===== src/rtl/stap_pkg.sv =====
package stap_pkg;
  localparam int unsigned NUM_PWR_PINS = 3;
  localparam int unsigned TYPE_W       = $clog2(NUM_PWR_PINS + 1);

  typedef enum logic [TYPE_W-1:0] {
    MOD_PIN24 = 2'd0,
    MOD_PIN28 = 2'd1,
    MOD_PIN32 = 2'd2,
    MOD_NONE  = 2'd3
  } mod_type_e;
endpackage


===== src/rtl/stap_decode.sv =====
module stap_decode #(
  parameter int unsigned DATA_W = 8
) (
  input  logic              clk,
  input  logic              rst,
  input  logic              space_sel,
  input  logic              rd,
  input  logic              wr,
  input  logic [DATA_W-1:0] pin_data,
  output logic              le,
  output logic              oe,
  output logic [DATA_W-1:0] bus_data
);
  logic rd_only;

  assign rd_only = rd & ~wr;
  assign le      = space_sel & (rd | wr);
  assign oe      = space_sel & rd_only;

  for (genvar b = 0; b < DATA_W; b++) begin : g_gate
    assign bus_data[b] = oe & pin_data[b];
  end

  assert_no_oe_on_write_R4: assert property (@(posedge clk) disable iff (rst)
    wr |-> !oe);
  assert_no_oe_outside_R4: assert property (@(posedge clk) disable iff (rst)
    !space_sel |-> !oe);
  assert_oe_implies_le_R1: assert property (@(posedge clk) disable iff (rst)
    oe |-> le);
  assert_bus_quiet_R5: assert property (@(posedge clk) disable iff (rst)
    !oe |-> (bus_data == '0));
endmodule


===== src/rtl/stap_addr_hold.sv =====
module stap_addr_hold #(
  parameter int unsigned AW = 23
) (
  input  logic          clk,
  input  logic          rst,
  input  logic          le,
  input  logic [AW-1:0] addr_in,
  output logic [AW-1:0] addr_out
);
  logic [AW-1:0] held_q;

  always_ff @(posedge clk) begin
    if (rst)     held_q <= '0;
    else if (le) held_q <= addr_in;
  end

  assign addr_out = le ? addr_in : held_q;

  assert_hold_stable_R3: assert property (@(posedge clk) disable iff (rst)
    (!le && $past(!le)) |-> $stable(addr_out));
  assert_hold_capture_R3: assert property (@(posedge clk) disable iff (rst)
    ($past(le) && !le) |-> (addr_out == $past(addr_in)));
endmodule


===== src/rtl/stap_pwr_sel.sv =====
module stap_pwr_sel
  import stap_pkg::*;
#(
  parameter int unsigned NPINS = NUM_PWR_PINS,
  parameter int unsigned CW    = TYPE_W
) (
  input  logic          clk,
  input  logic          rst,
  input  logic          we,
  input  logic [CW-1:0] wdata,
  output logic [NPINS-1:0] sel
);
  logic [NPINS-1:0] sel_q;

  for (genvar g = 0; g < NPINS; g++) begin : g_pin
    always_ff @(posedge clk) begin
      if (rst)     sel_q[g] <= 1'b0;
      else if (we) sel_q[g] <= (wdata == CW'(g));
    end
  end

  assign sel = sel_q;

  assert_onehot_R7: assert property (@(posedge clk) disable iff (rst)
    $onehot0(sel));
  assert_unused_code_R7: assert property (@(posedge clk) disable iff (rst)
    (we && (wdata == CW'(MOD_NONE))) |=> (sel == '0));
  assert_only_on_write_R9: assert property (@(posedge clk) disable iff (rst)
    !we |=> $stable(sel));
endmodule


===== src/rtl/stap_top.sv =====
module stap_top
  import stap_pkg::*;
#(
  parameter int unsigned ADDR_W = 24,
  parameter int unsigned DATA_W = 8
) (
  input  logic                    clk,
  input  logic                    rst,
  input  logic [ADDR_W-1:0]       host_addr,
  input  logic                    host_rd,
  input  logic                    host_wr,
  input  logic [DATA_W-1:0]       pin_data,
  input  logic                    type_we,
  input  logic [TYPE_W-1:0]       type_wdata,
  output logic                    latch_en,
  output logic                    data_oe,
  output logic [ADDR_W-2:0]       test_addr,
  output logic [DATA_W-1:0]       pod_data,
  output logic [NUM_PWR_PINS-1:0] pwr_sel
);
  localparam int unsigned LOW_W = ADDR_W - 1;

  logic space_sel;
  assign space_sel = host_addr[ADDR_W-1];

  stap_decode #(.DATA_W(DATA_W)) u_decode (
    .clk      (clk),
    .rst      (rst),
    .space_sel(space_sel),
    .rd       (host_rd),
    .wr       (host_wr),
    .pin_data (pin_data),
    .le       (latch_en),
    .oe       (data_oe),
    .bus_data (pod_data)
  );

  stap_addr_hold #(.AW(LOW_W)) u_hold (
    .clk     (clk),
    .rst     (rst),
    .le      (latch_en),
    .addr_in (host_addr[LOW_W-1:0]),
    .addr_out(test_addr)
  );

  stap_pwr_sel #(.NPINS(NUM_PWR_PINS), .CW(TYPE_W)) u_pwr (
    .clk  (clk),
    .rst  (rst),
    .we   (type_we),
    .wdata(type_wdata),
    .sel  (pwr_sel)
  );

  assert_pass_through_R2: assert property (@(posedge clk) disable iff (rst)
    latch_en |-> (test_addr == host_addr[LOW_W-1:0]));
  assert_reset_clear_R8: assert property (@(posedge clk)
    $past(rst) |-> (pwr_sel == '0));
endmodule


===== config.mk =====
export PLATFORM = sky130hd
export DESIGN_NAME = stap_top
export DESIGN_NICKNAME = d
export VERILOG_FILES = /design/src/rtl/stap_pkg.sv /design/src/rtl/stap_decode.sv /design/src/rtl/stap_addr_hold.sv /design/src/rtl/stap_pwr_sel.sv /design/src/rtl/stap_top.sv
export SDC_FILE = /design/constraint.sdc
export NUM_CORES = 1
export LEC_CHECK = 0
export ABC_AREA = 1
export CAP_MARGIN = 10
export CORE_ASPECT_RATIO = 0.8
export CORE_MARGIN = 1.5
export CORE_UTILIZATION = 50
export CTS_BUF_LIST = sky130_fd_sc_hd__clkbuf_16
export CTS_CLUSTER_SIZE = 25
export DETAILED_ROUTE_END_ITERATION = 8
export DONT_BUFFER_PORTS = 1
export PLACE_DENSITY = 0.65
export SYNTH_ARGS = -nofsm -noshare
export SYNTH_HDL_FRONTEND = slang
export SYNTH_SLANG_ARGS = --single-unit
export TNS_END_PERCENT = 1

===== constraint.sdc =====
create_clock -name clk -period 1.5 [get_ports clk]
set_clock_uncertainty 0.2 [all_clocks]
set_input_delay 0.075 -clock clk [delete_from_list [all_inputs] [get_ports clk]]
set_output_delay 0.075 -clock clk [all_outputs]
set_load 0.03 [all_outputs]

==> key figures, run 1 <==
CTS
  – # H-tree levels: 1
  – Clk sinks: 26
  – CTS root buffer: clkbuf_16
  – Num CTS Buffers: 3
  – Worst-Skew Late Latency: around 0.25 ns
  – TritonCTS clock tree: done
  – CTS clk-pin slew, worst paths: about 0.06 ns
  – CTS Buffer Depth: 2

STA
  – RSZ-0062 raised after global routing: yes
  – Tcrit/Tclk final: a little over nine tenths
  – Fmax: 677 MHz
  – Max_slew headroom: between 30% and 40%
  – Hold Violations, Final: 0
  – Final Setup Violations: 0
  – Min Tclk post-route: around 1.5 ns
  – Tightest Pin Transition: ~0.99 ns
  – Total Neg Setup Slack: 0 ns
  – Max-slew violation count: 0

Floorplanning
  – Initial Utilization: a little over half
  – Row count: 17
  – Die height: between 50 and 60 um
  – Number of I/O pins: 75
  – Overall die width: approximately 63 um
  – Die Area: approximately 3200 um^2
  – Core area: between 2000 and 3000 um^2

Setup path
  – Most used cell, CP: dlygate4sd3_1
  – Path type of the worst setup path: in -> reg
  – Crit-path leading delay family: buffers and inverters
  – Cell Chain, Critical Path: dlygate4sd3_1, nand3_1, dlygate4sd3_1, a21oi_1
  – Critical Path AT: 1.37 ns
  – Worst setup EP type: register
  – CP Buf/Inv Count: 2
  – Crit-path slowest cell: dlygate4sd3_1
  – CP required: approximately 1.4 ns
  – Worst Path Max Fanout: 4
  – Critical path startpoint category: input pin
  – Largest stage delay on the critical path: 0.59 ns
  – CP startpoint: type_we
  – Worst R2R Start: u_hold.held_q[9]

Final layout
  – Fin area: slightly below 2000 um^2
  – Share of cells above drive strength 1: roughly 12%
  – Ant diodes: 0
  – Nets: about 310
  – Most common cell after layout, fill and taps aside: inv_1
  – Layout area overhead: 32.4%
  – Most frequent cells in the layout: inv_1 (83), nand2_1 (49), nor2_1 (31)

Route
  – Vias: about 1.4k
  – Post-DRT Antenna Nets: 0
  – Via density: around 4.4
  – DRT Wirelength: about 3000 um
  – Per-cell routed wire length: just under 10 um
  – Post-route DRC violation count: 0
  – Drt pass-1 iters: 4
  – Iter 0 DRT Violations: 38

GRT
  – Wire length of the first global-routing pass: roughly 4900 um
  – Largest net degree at the start of global routing: 27
  – Initial antenna violation count: 0
  – Remaining global-route overflow: 0
  – Vias in the first global route: between 1k and 1.5k
  – Total GRT Usage: a little under a fifth

Yosys
  – Synth Area per Inst: roughly 6.3 um^2
  – Area leader, netlist: dfxtp_1
  – Register area share after synthesis: between 30% and 40%
  – Yosys top cell area share: a little over a third
  – Synth cell types: 16
  – Post-Synthesis Cells: around 230
  – Top post-synthesis cells by area: dfxtp_1 (36%), inv_1 (21%), nand2_1 (13%), nor2_1 (8.0%), nand3_2 (7.6%)
  – Ys Warns: 0
  – Synth Net Count: between 200 and 300
  – Post-Synthesis Cell Area: ~1500 um^2
  – Flops & latches, synth: 26

Job
  – Max cap viols: 0

Placement
  – DP Area: ~1500 um^2
  – DPL Wire Length: between 1500 and 2000 um
  – Port-buffer cells: 0
  – Routability cong.: 0.677

Status
  – Status: completed

Power
  – Max IR drop VDD: 804 uV
  – P per Cell Area: between 1000 and 1500 nW/um^2
  – Static Leak: 1.18 nW

Worst hold path
  – HP Class: in -> reg
  – Hold Crit Start: type_wdata[1]
## layer usage
layer / GRT usage, % / up-vias / share of wire [%]
met3: 5.95 / 2 / 6.5
li1: - / 712 / -
met5: 0 / - / 0
met4: 4.35 / 0 / 0.46
met1: 21.8 / 590 / 43
met2: 35.1 / 49 / 50
## through the flow
step / worst slack [ns] / std cells / util [%] / total power [mW] / hold slack (ns)
after global routing: -0.00156 / 306 / 69.6 / 2.12 / 0.0243
after global placement: 0.424 / 272 / 54.5 / 1.16 / -0.0543
final: 0.0220 / 306 / 69.6 / 2.01 / 0.00388
after floorplan: 0.280 / 232 / - / 1.15 / 0.0349
after CTS: 0.00820 / 306 / 69.1 / 2.02 / 0.111
after detailed placement: 0.416 / 272 / 54.5 / 1.16 / -0.0519
## sequential cells by signal, indices dropped and copies added (netlist names)
signal and flops:
u_pwr.sel 3, u_hold.held_q 23
## power breakdown
part           leakage, nW  internal [mW]  switching, mW
sequential           0.215          0.741         0.0120
combinational        0.915          0.173          0.338
clock               0.0511          0.530          0.214
## worst min-delay path: cells and delay by family
family / cells / cell delay, ns
AOI/OAI and AO/OA: 1 / 0.05
buffers and inverters: 2 / 0.22
and+or+nand+nor: 1 / 0.06
## final cells by class
cell class	count	area [um^2]
inverter	84	315
sequential	26	520
fill	270	840
timing repair buffer	42	400
tap	38	47.5
clock buffer	3	75.1
multi-input combinational	112	537
clock inverter	1	30.0
## what timing repair did
item                       CTS  global route
setup buffers                0             0
gates resized for setup      0             5
hold endpoints to repair    26             0
hold buffers                30             0
setup endpoints to repair    0            31
## synthesized netlist by cell type, drive strengths merged
cell	n
clkbuf	3
inv	84
nand3	27
buf	7
a21oi	3
nor2	31
o21ai	1
dfxtp	26
nand2	50
## kinds of logic (layout without fill, tap and decap cells)
logic type	count (synthesis)	count (layout)	share of synthesized area, %
buffers and inverters	94	130	27.5
AO/OA/AOI/OAI	4	4	2.15
AND/OR/NAND/NOR	108	108	34.5
flip-flops	26	26	35.8
## path summary, 6_finish.rpt
check                                         to  slack, ns  depth (start not counted)
worst max-delay path                u_pwr.sel[1]       0.02                          4
worst min-delay path                u_pwr.sel[0]      0.004                          4
worst max register to register  u_hold.held_q[9]       0.08                          5
worst min register to register      u_pwr.sel[1]       0.27                          2
(Power assumes the default switching activity.)
==> run 2, diff against run 1 <==
==> constraint.sdc (replaced) <==
create_clock -name clk -period 1.5 [get_ports clk]
set_clock_uncertainty 0.2 [all_clocks]
set_input_delay 0.225 -clock clk [delete_from_list [all_inputs] [get_ports clk]]
set_output_delay 0.225 -clock clk [all_outputs]
set_load 0.03 [all_outputs]
==> key figures, run 2 (synthesized netlist as in run 1, its figures left out) <==
Final layout
  – Most common cell after layout, fill and taps aside: inv_1
  – Layout area overhead: 28.1%
  – Ant diodes: 0 (unchanged)
  – Register bank with the most flops: u_hold.held_q
  – Max reg flops: 23 (unchanged)
  – Most frequent cells in the layout: inv_1 (83), nand2_1 (49), nor2_1 (31)
  – Final non-filler cell total: 298 (-2.6%)
  – Nets: 300 (-2.6%)
  – Share of cells above drive strength 1: 10.8% (-0.80 points)

STA
  – Max-slew violation count: 0 (unchanged)
  – Fmax: 713 MHz (+5.4%)
  – Tightest Pin Transition: 0.756 ns (-0.239 ns)
  – Min Tclk post-route: 1.40 ns (-0.0751 ns)
  – Max_slew headroom: 49.6% (+16 points)
  – Final Setup Violations: 0 (unchanged)
  – Hold Violations, Final: 0 (unchanged)
  – RSZ-0062 raised after global routing: no
  – Tcrit/Tclk final: 93.5% (-5.0 points)

Route
  – Drt pass-1 iters: 4 (unchanged)
  – Per-cell routed wire length: 9.73 um (-1.5%)
  – Via density: 4.32 (-2.2%)
  – Post-route DRC violation count: 0 (unchanged)
  – DRT Wirelength: 2900 um (-4.1%)
  – Iter 0 DRT Violations: 49 (+29%)
  – Post-DRT Antenna Nets: 0 (unchanged)
  – Vias: 1288 (-4.8%)

Status
  – Status: completed

Setup path
  – CP required: 1.42 ns (+0.03 ns)
  – Critical path startpoint category: register
  – R2r setup slk: 0.1 ns (+0.02 ns)
  – Critical Path AT: 1.32 ns (-0.05 ns)
  – Worst R2R Path Depth: 5 (unchanged)
  – Worst setup EP type: register
  – Worst Path Max Fanout: 2 (-2)
  – CP Buf/Inv Count: 2 (unchanged)
  – R2R Path End: u_hold.held_q[20]
  – Path type of the worst setup path: reg -> reg
  – Crit-path slowest cell: dlygate4sd3_1
  – Cell Chain, Critical Path: inv_1, nand2_1, nand2_1, dlygate4sd3_1, nor2_1
  – Most used cell, CP: nand2_1
  – Largest stage delay on the critical path: 0.57 ns (-0.02 ns)
  – Crit-path leading delay family: buffers and inverters
  – Worst R2R Start: u_hold.held_q[20]

GRT
  – Total GRT Usage: 19.0% (-0.041 points)
  – Remaining global-route overflow: 0 (unchanged)
  – Vias in the first global route: 1147 (-3.4%)
  – Largest net degree at the start of global routing: 26 (-3.7%)
  – Initial antenna violation count: 0 (unchanged)
  – Wire length of the first global-routing pass: 4840 um (-1.0%)

Floorplanning
  – Core area: 2770 um^2 (unchanged)
  – Number of I/O pins: 75 (unchanged)
  – Row count: 17 (unchanged)
  – Initial Utilization: 52.6% (unchanged)
  – Die Area: 3240 um^2 (unchanged)
  – Die height: 51.2 um (unchanged)
  – Overall die width: 63.3 um (unchanged)

CTS
  – CTS root buffer: clkbuf_16
  – # H-tree levels: 1 (unchanged)
  – TritonCTS clock tree: done
  – Worst-Skew Late Latency: 0.25 ns (about the same)
  – Num CTS Buffers: 3 (unchanged)
  – Clk sinks: 26 (unchanged)
  – CTS Buffer Depth: 2 (unchanged)
  – CTS clk-pin slew, worst paths: 0.07 ns (about the same)
  – Setup Buffers After CTS: 0 (unchanged)

Placement
  – Port-buffer cells: 0 (unchanged)
  – Number of cells after detailed placement: 270 (-0.74%)
  – DPL Wire Length: 1730 um (about the same)
  – Routability cong.: 0.710 (+4.8%)

Worst hold path
  – Hold endpoint: u_hold.held_q[0]
  – Worst Hold Depth: 3 (-1)
  – HP Class: in -> reg
  – Hold Crit Start: host_addr[23]

Power
  – Static Leak: 1.15 nW (-2.6%)
  – Total power: 2.01 mW (about the same)
  – Max IR drop VDD: 879 uV (+9.3%)
  – P per Cell Area: 1080 nW/um^2 (+3.3%)

Job
  – Max cap viols: 0 (unchanged)
-- run 2: worst max path at each step --
stage,cells past startpoint,from,slack (ns),end
floorplan,4,host_addr[23],-0.02,pod_data[0]
global placement,5,host_wr,0.13,test_addr[4]
detailed placement,5,host_wr,0.11,test_addr[22]
CTS,2,rst,0.03,u_hold.held_q[5]
global route,6,host_wr,0.01,u_hold.held_q[4]
finish,5,u_hold.held_q[20],0.1,u_hold.held_q[20]
-- run 2: cell type report --
cell class / count / area (um^2)
inverter: 84 / 315
fill: 256 / 902
clock buffer: 3 / 75.1
tap: 38 / 47.5
clock inverter: 1 / 30.0
multi-input combinational: 112 / 542
sequential: 26 / 520
timing repair buffer: 34 / 333
-- run 2: worst register-to-register path, delay by kind of cell (launching register included) --
kind / cells / cell delay [ns]
buffers and inverters: 2 / 0.61
and+or+nand+nor: 3 / 0.15
DFF: 1 / 0.30
-- run 2: power by group --
part           internal [mW]  total [mW]  leakage, nW  switching [mW]
clock network          0.530       0.755       0.0511           0.225
logic                  0.166       0.492        0.883           0.326
registers              0.741       0.759        0.215          0.0186
total                   1.44        2.01         1.15           0.569
-- run 2: layer usage --
layer | track usage (%) | vias up | part of all wire (%)
met5 | 0 | - | 0
met4 | 4.71 | 0 | 0.45
met3 | 5.29 | 2 | 4.1
met2 | 34.6 | 39 | 49
met1 | 22.4 | 554 | 46
li1 | - | 693 | -
-- run 2: per-stage QoR --
step | utilization [%] | hold WS [ns] | setup slack, ns | TNS, ns | cell area (um^2)
5_1_grt | 67.4 | 0.0173 | 0.0140 | 0 | 1860
2_1_floorplan | - | 0.185 | -0.0197 | -0.158 | 1450
3_5_place_dp | 54.4 | 0.0987 | 0.111 | 0 | 1500
4_1_cts | 66.9 | 0.00245 | 0.0327 | 0 | 1850
6_report | 67.4 | 0.00558 | 0.0972 | 0 | 1860
3_3_place_gp | 54.4 | 0.0970 | 0.127 | 0 | 1500
-- run 2: repair_timing --
action,4_1_cts,5_1_grt
gates resized for setup,0,3
hold endpoints to repair,26,0
setup endpoints to repair,0,21
hold buffers,24,0
==> run 3, diff against run 2 <==
--- a/config.mk
+++ b/config.mk
@@ -14,7 +14,9 @@
 export CTS_CLUSTER_SIZE = 25
 export DETAILED_ROUTE_END_ITERATION = 8
 export DONT_BUFFER_PORTS = 1
+export GPL_TIMING_DRIVEN = 0
 export PLACE_DENSITY = 0.65
+export REMOVE_ABC_BUFFERS = 1
 export SYNTH_ARGS = -nofsm -noshare
 export SYNTH_HDL_FRONTEND = slang
 export SYNTH_SLANG_ARGS = --single-unit
==> key figures, run 3 (synthesized netlist as in run 1, its figures left out) <==
Final layout
  – Fin area: 1670 um^2 (-10%)
  – Most common cell after layout, fill and taps aside: inv_1
  – Register bank with the most flops: u_hold.held_q
  – Layout area overhead: 15.0%
  – Nets: 283 (-5.7%)
  – Ant diodes: 0 (unchanged)
  – Share of cells above drive strength 1: 7.41% (-3.4 points)
  – Most frequent cells in the layout: inv_1 (83), nand2_1 (49), nor2_1 (31)
  – Max reg flops: 23 (unchanged)
  – Final non-filler cell total: 281 (-5.7%)
  – Fin util: 60.5% (-6.9 points)

Setup path
  – Crit-path leading delay family: buffers and inverters
  – R2r setup slk: 0.09 ns (about the same)
  – R2R Path End: u_hold.held_q[3]
  – Critical Path AT: 1.36 ns (+0.04 ns)
  – Worst Path Max Fanout: 20 (+18)
  – CP required: 1.41 ns (about the same)
  – Crit-path slowest cell: dlygate4sd3_1
  – Worst R2R Start: u_hold.held_q[3]
  – Worst setup EP type: register
  – Path type of the worst setup path: in -> reg
  – Cell Chain, Critical Path: dlygate4sd3_1, nor2_1
  – CP Buf/Inv Count: 1 (-1)
  – Largest stage delay on the critical path: 1.02 ns (+0.45 ns)
  – Worst R2R Path Depth: 5 (unchanged)
  – Critical path startpoint category: input pin

STA
  – Final Setup Violations: 0 (unchanged)
  – Hold_ws: -0.0225 ns (-0.0280 ns)
  – Tightest Pin Transition: 0.750 ns (-0.00525 ns)
  – Max_slew headroom: 49.8% (+0.18 points)
  – Min Tclk post-route: 1.45 ns (+0.0455 ns)
  – RSZ-0062 raised after global routing: yes
  – Tcrit/Tclk final: 96.6% (+3.0 points)
  – Hold Violations, Final: 7 (+7)
  – Min setup slack post-route: 0.0517 ns (-0.0455 ns)
  – Fmax: 690 MHz (-3.1%)
  – Max-slew violation count: 0 (unchanged)

Placement
  – Number of cells after detailed placement: 260 (-3.7%)
  – Port-buffer cells: 0 (unchanged)
  – DP Area: 1420 um^2 (-5.8%)
  – Routability cong.: 0.688 (-3.0%)
  – Pre-CTS setup slack: -0.0284 ns (-0.139 ns)
  – DPL Wire Length: 1660 um (-3.9%)

Status
  – Failing checks: negative hold slack
  – Status: finished, violations left

CTS
  – CTS clk-pin slew, worst paths: 0.06 ns (about the same)
  – TritonCTS clock tree: done
  – Worst-Skew Late Latency: 0.25 ns (about the same)
  – Num CTS Buffers: 3 (unchanged)
  – # H-tree levels: 1 (unchanged)
  – CTS root buffer: clkbuf_16
  – CTS Buffer Depth: 2 (unchanged)
  – Clk sinks: 26 (unchanged)

Route
  – Drt pass-1 iters: 4 (unchanged)
  – Per-cell routed wire length: 10.4 um (+7.4%)
  – DRT Wirelength: 2940 um (+1.2%)
  – Post-DRT Antenna Nets: 0 (unchanged)
  – Post-route DRC violation count: 0 (unchanged)
  – Via density: 4.38 (+1.3%)
  – Vias: 1230 (-4.5%)
  – Iter 0 DRT Violations: 33 (-33%)

Power
  – Sequential share of power: 42.7% (+4.8 points)
  – Combinational share of power: 24.7% (+0.2 points)
  – Total power: 1.78 mW (-11%)
  – Static Leak: 1.04 nW (-9.6%)
  – Sw Ratio: 31.4% (+3.0 points)
  – Sw Pwr: 0.557 mW (-2.1%)
  – Clock Power Share: 32.5% (-5.1 points)
  – P per Cell Area: 1060 nW/um^2 (-1.3%)
  – Pint: 1.22 mW (-15%)
  – Max IR drop VDD: 655 uV (-25%)

Floorplanning
  – Die Area: 3240 um^2 (unchanged)
  – Row count: 17 (unchanged)
  – Core area: 2770 um^2 (unchanged)
  – Initial Utilization: 52.6% (unchanged)
  – Number of I/O pins: 75 (unchanged)
  – Die height: 51.2 um (unchanged)
  – Overall die width: 63.3 um (unchanged)

Worst hold path
  – Worst Hold Depth: 3 (unchanged)
  – Hold endpoint: u_hold.held_q[21]
  – Hold Crit Start: host_addr[23]
  – HP Class: in -> reg

GRT
  – Total GRT Usage: 18.0% (-1.0 points)
  – Remaining global-route overflow: 0 (unchanged)
  – Initial antenna violation count: 0 (unchanged)
  – Wire length of the first global-routing pass: 4580 um (-5.4%)
  – Largest net degree at the start of global routing: 27 (+3.8%)
  – Vias in the first global route: 1000 (-13%)

Job
  – Max cap viols: 0 (unchanged)
## run 3: cell count changes in the layout (fill, tap and decap cells not counted), sizes merged
cell and change:
o21ai +1, clkinv +1, dlygate4sd3 -6, dlymetal6s4s -2, buf -10, bufinv -1
## run 3: through the flow
stage	hold WS [ns]	setup TNS [ns]
after CTS	-0.0250	0
after global placement	0.0986	-0.303
after global routing	-0.00248	-0.379
after detailed placement	0.0997	-0.281
after floorplan	0.0941	0
final	-0.0225	0
## run 3: per-layer routing
layer  GRT usage (%)  vias up  share of wire (%)  wire length, um
met5               0        -                  0                0
met4            4.35        0               0.34               10
met3            4.63        2                4.4              128
met2            29.6       46                 46             1350
met1            23.9      521                 49             1450
li1                -      661                  -                -
## run 3: power by group through the flow
stage | clock network [mW] | registers (mW) | logic, mW
3_5_place_dp | 0 | 0.774 | 0.373
2_1_floorplan | 0 | 0.772 | 0.340
6_report | 0.578 | 0.759 | 0.439
4_1_cts | 0.591 | 0.759 | 0.432
3_3_place_gp | 0 | 0.773 | 0.372
5_1_grt | 0.613 | 0.762 | 0.486
## run 3: worst max path at each step
stage                        from                 to  slack [ns]  depth (start not counted)
after global routing      host_wr  u_hold.held_q[11]       -0.04                          6
after detailed placement  host_wr      test_addr[17]       -0.03                          4
final                         rst   u_hold.held_q[0]        0.05                          2
after floorplan           host_wr        pod_data[0]        0.17                          3
after global placement    host_wr       test_addr[9]       -0.03                          4
after CTS                     rst  u_hold.held_q[22]        0.02                          2
## run 3: cell type report
type / count / area (um^2)
timing repair buffer: 16 / 160
inverter: 84 / 315
fill: 286 / 1090
clock inverter: 1 / 3.75
sequential: 26 / 520
multi-input combinational: 113 / 549
tap: 38 / 47.5
clock buffer: 3 / 75.1
## run 3: what timing repair did
item	in CTS	in global routing
hold buffers	15	1
setup endpoints to repair	23	30
pin swaps	1	0
gates resized for setup	0	1
gates cloned	1	0
buffers inserted	0	0
endpoints found under the hold margin	26	3
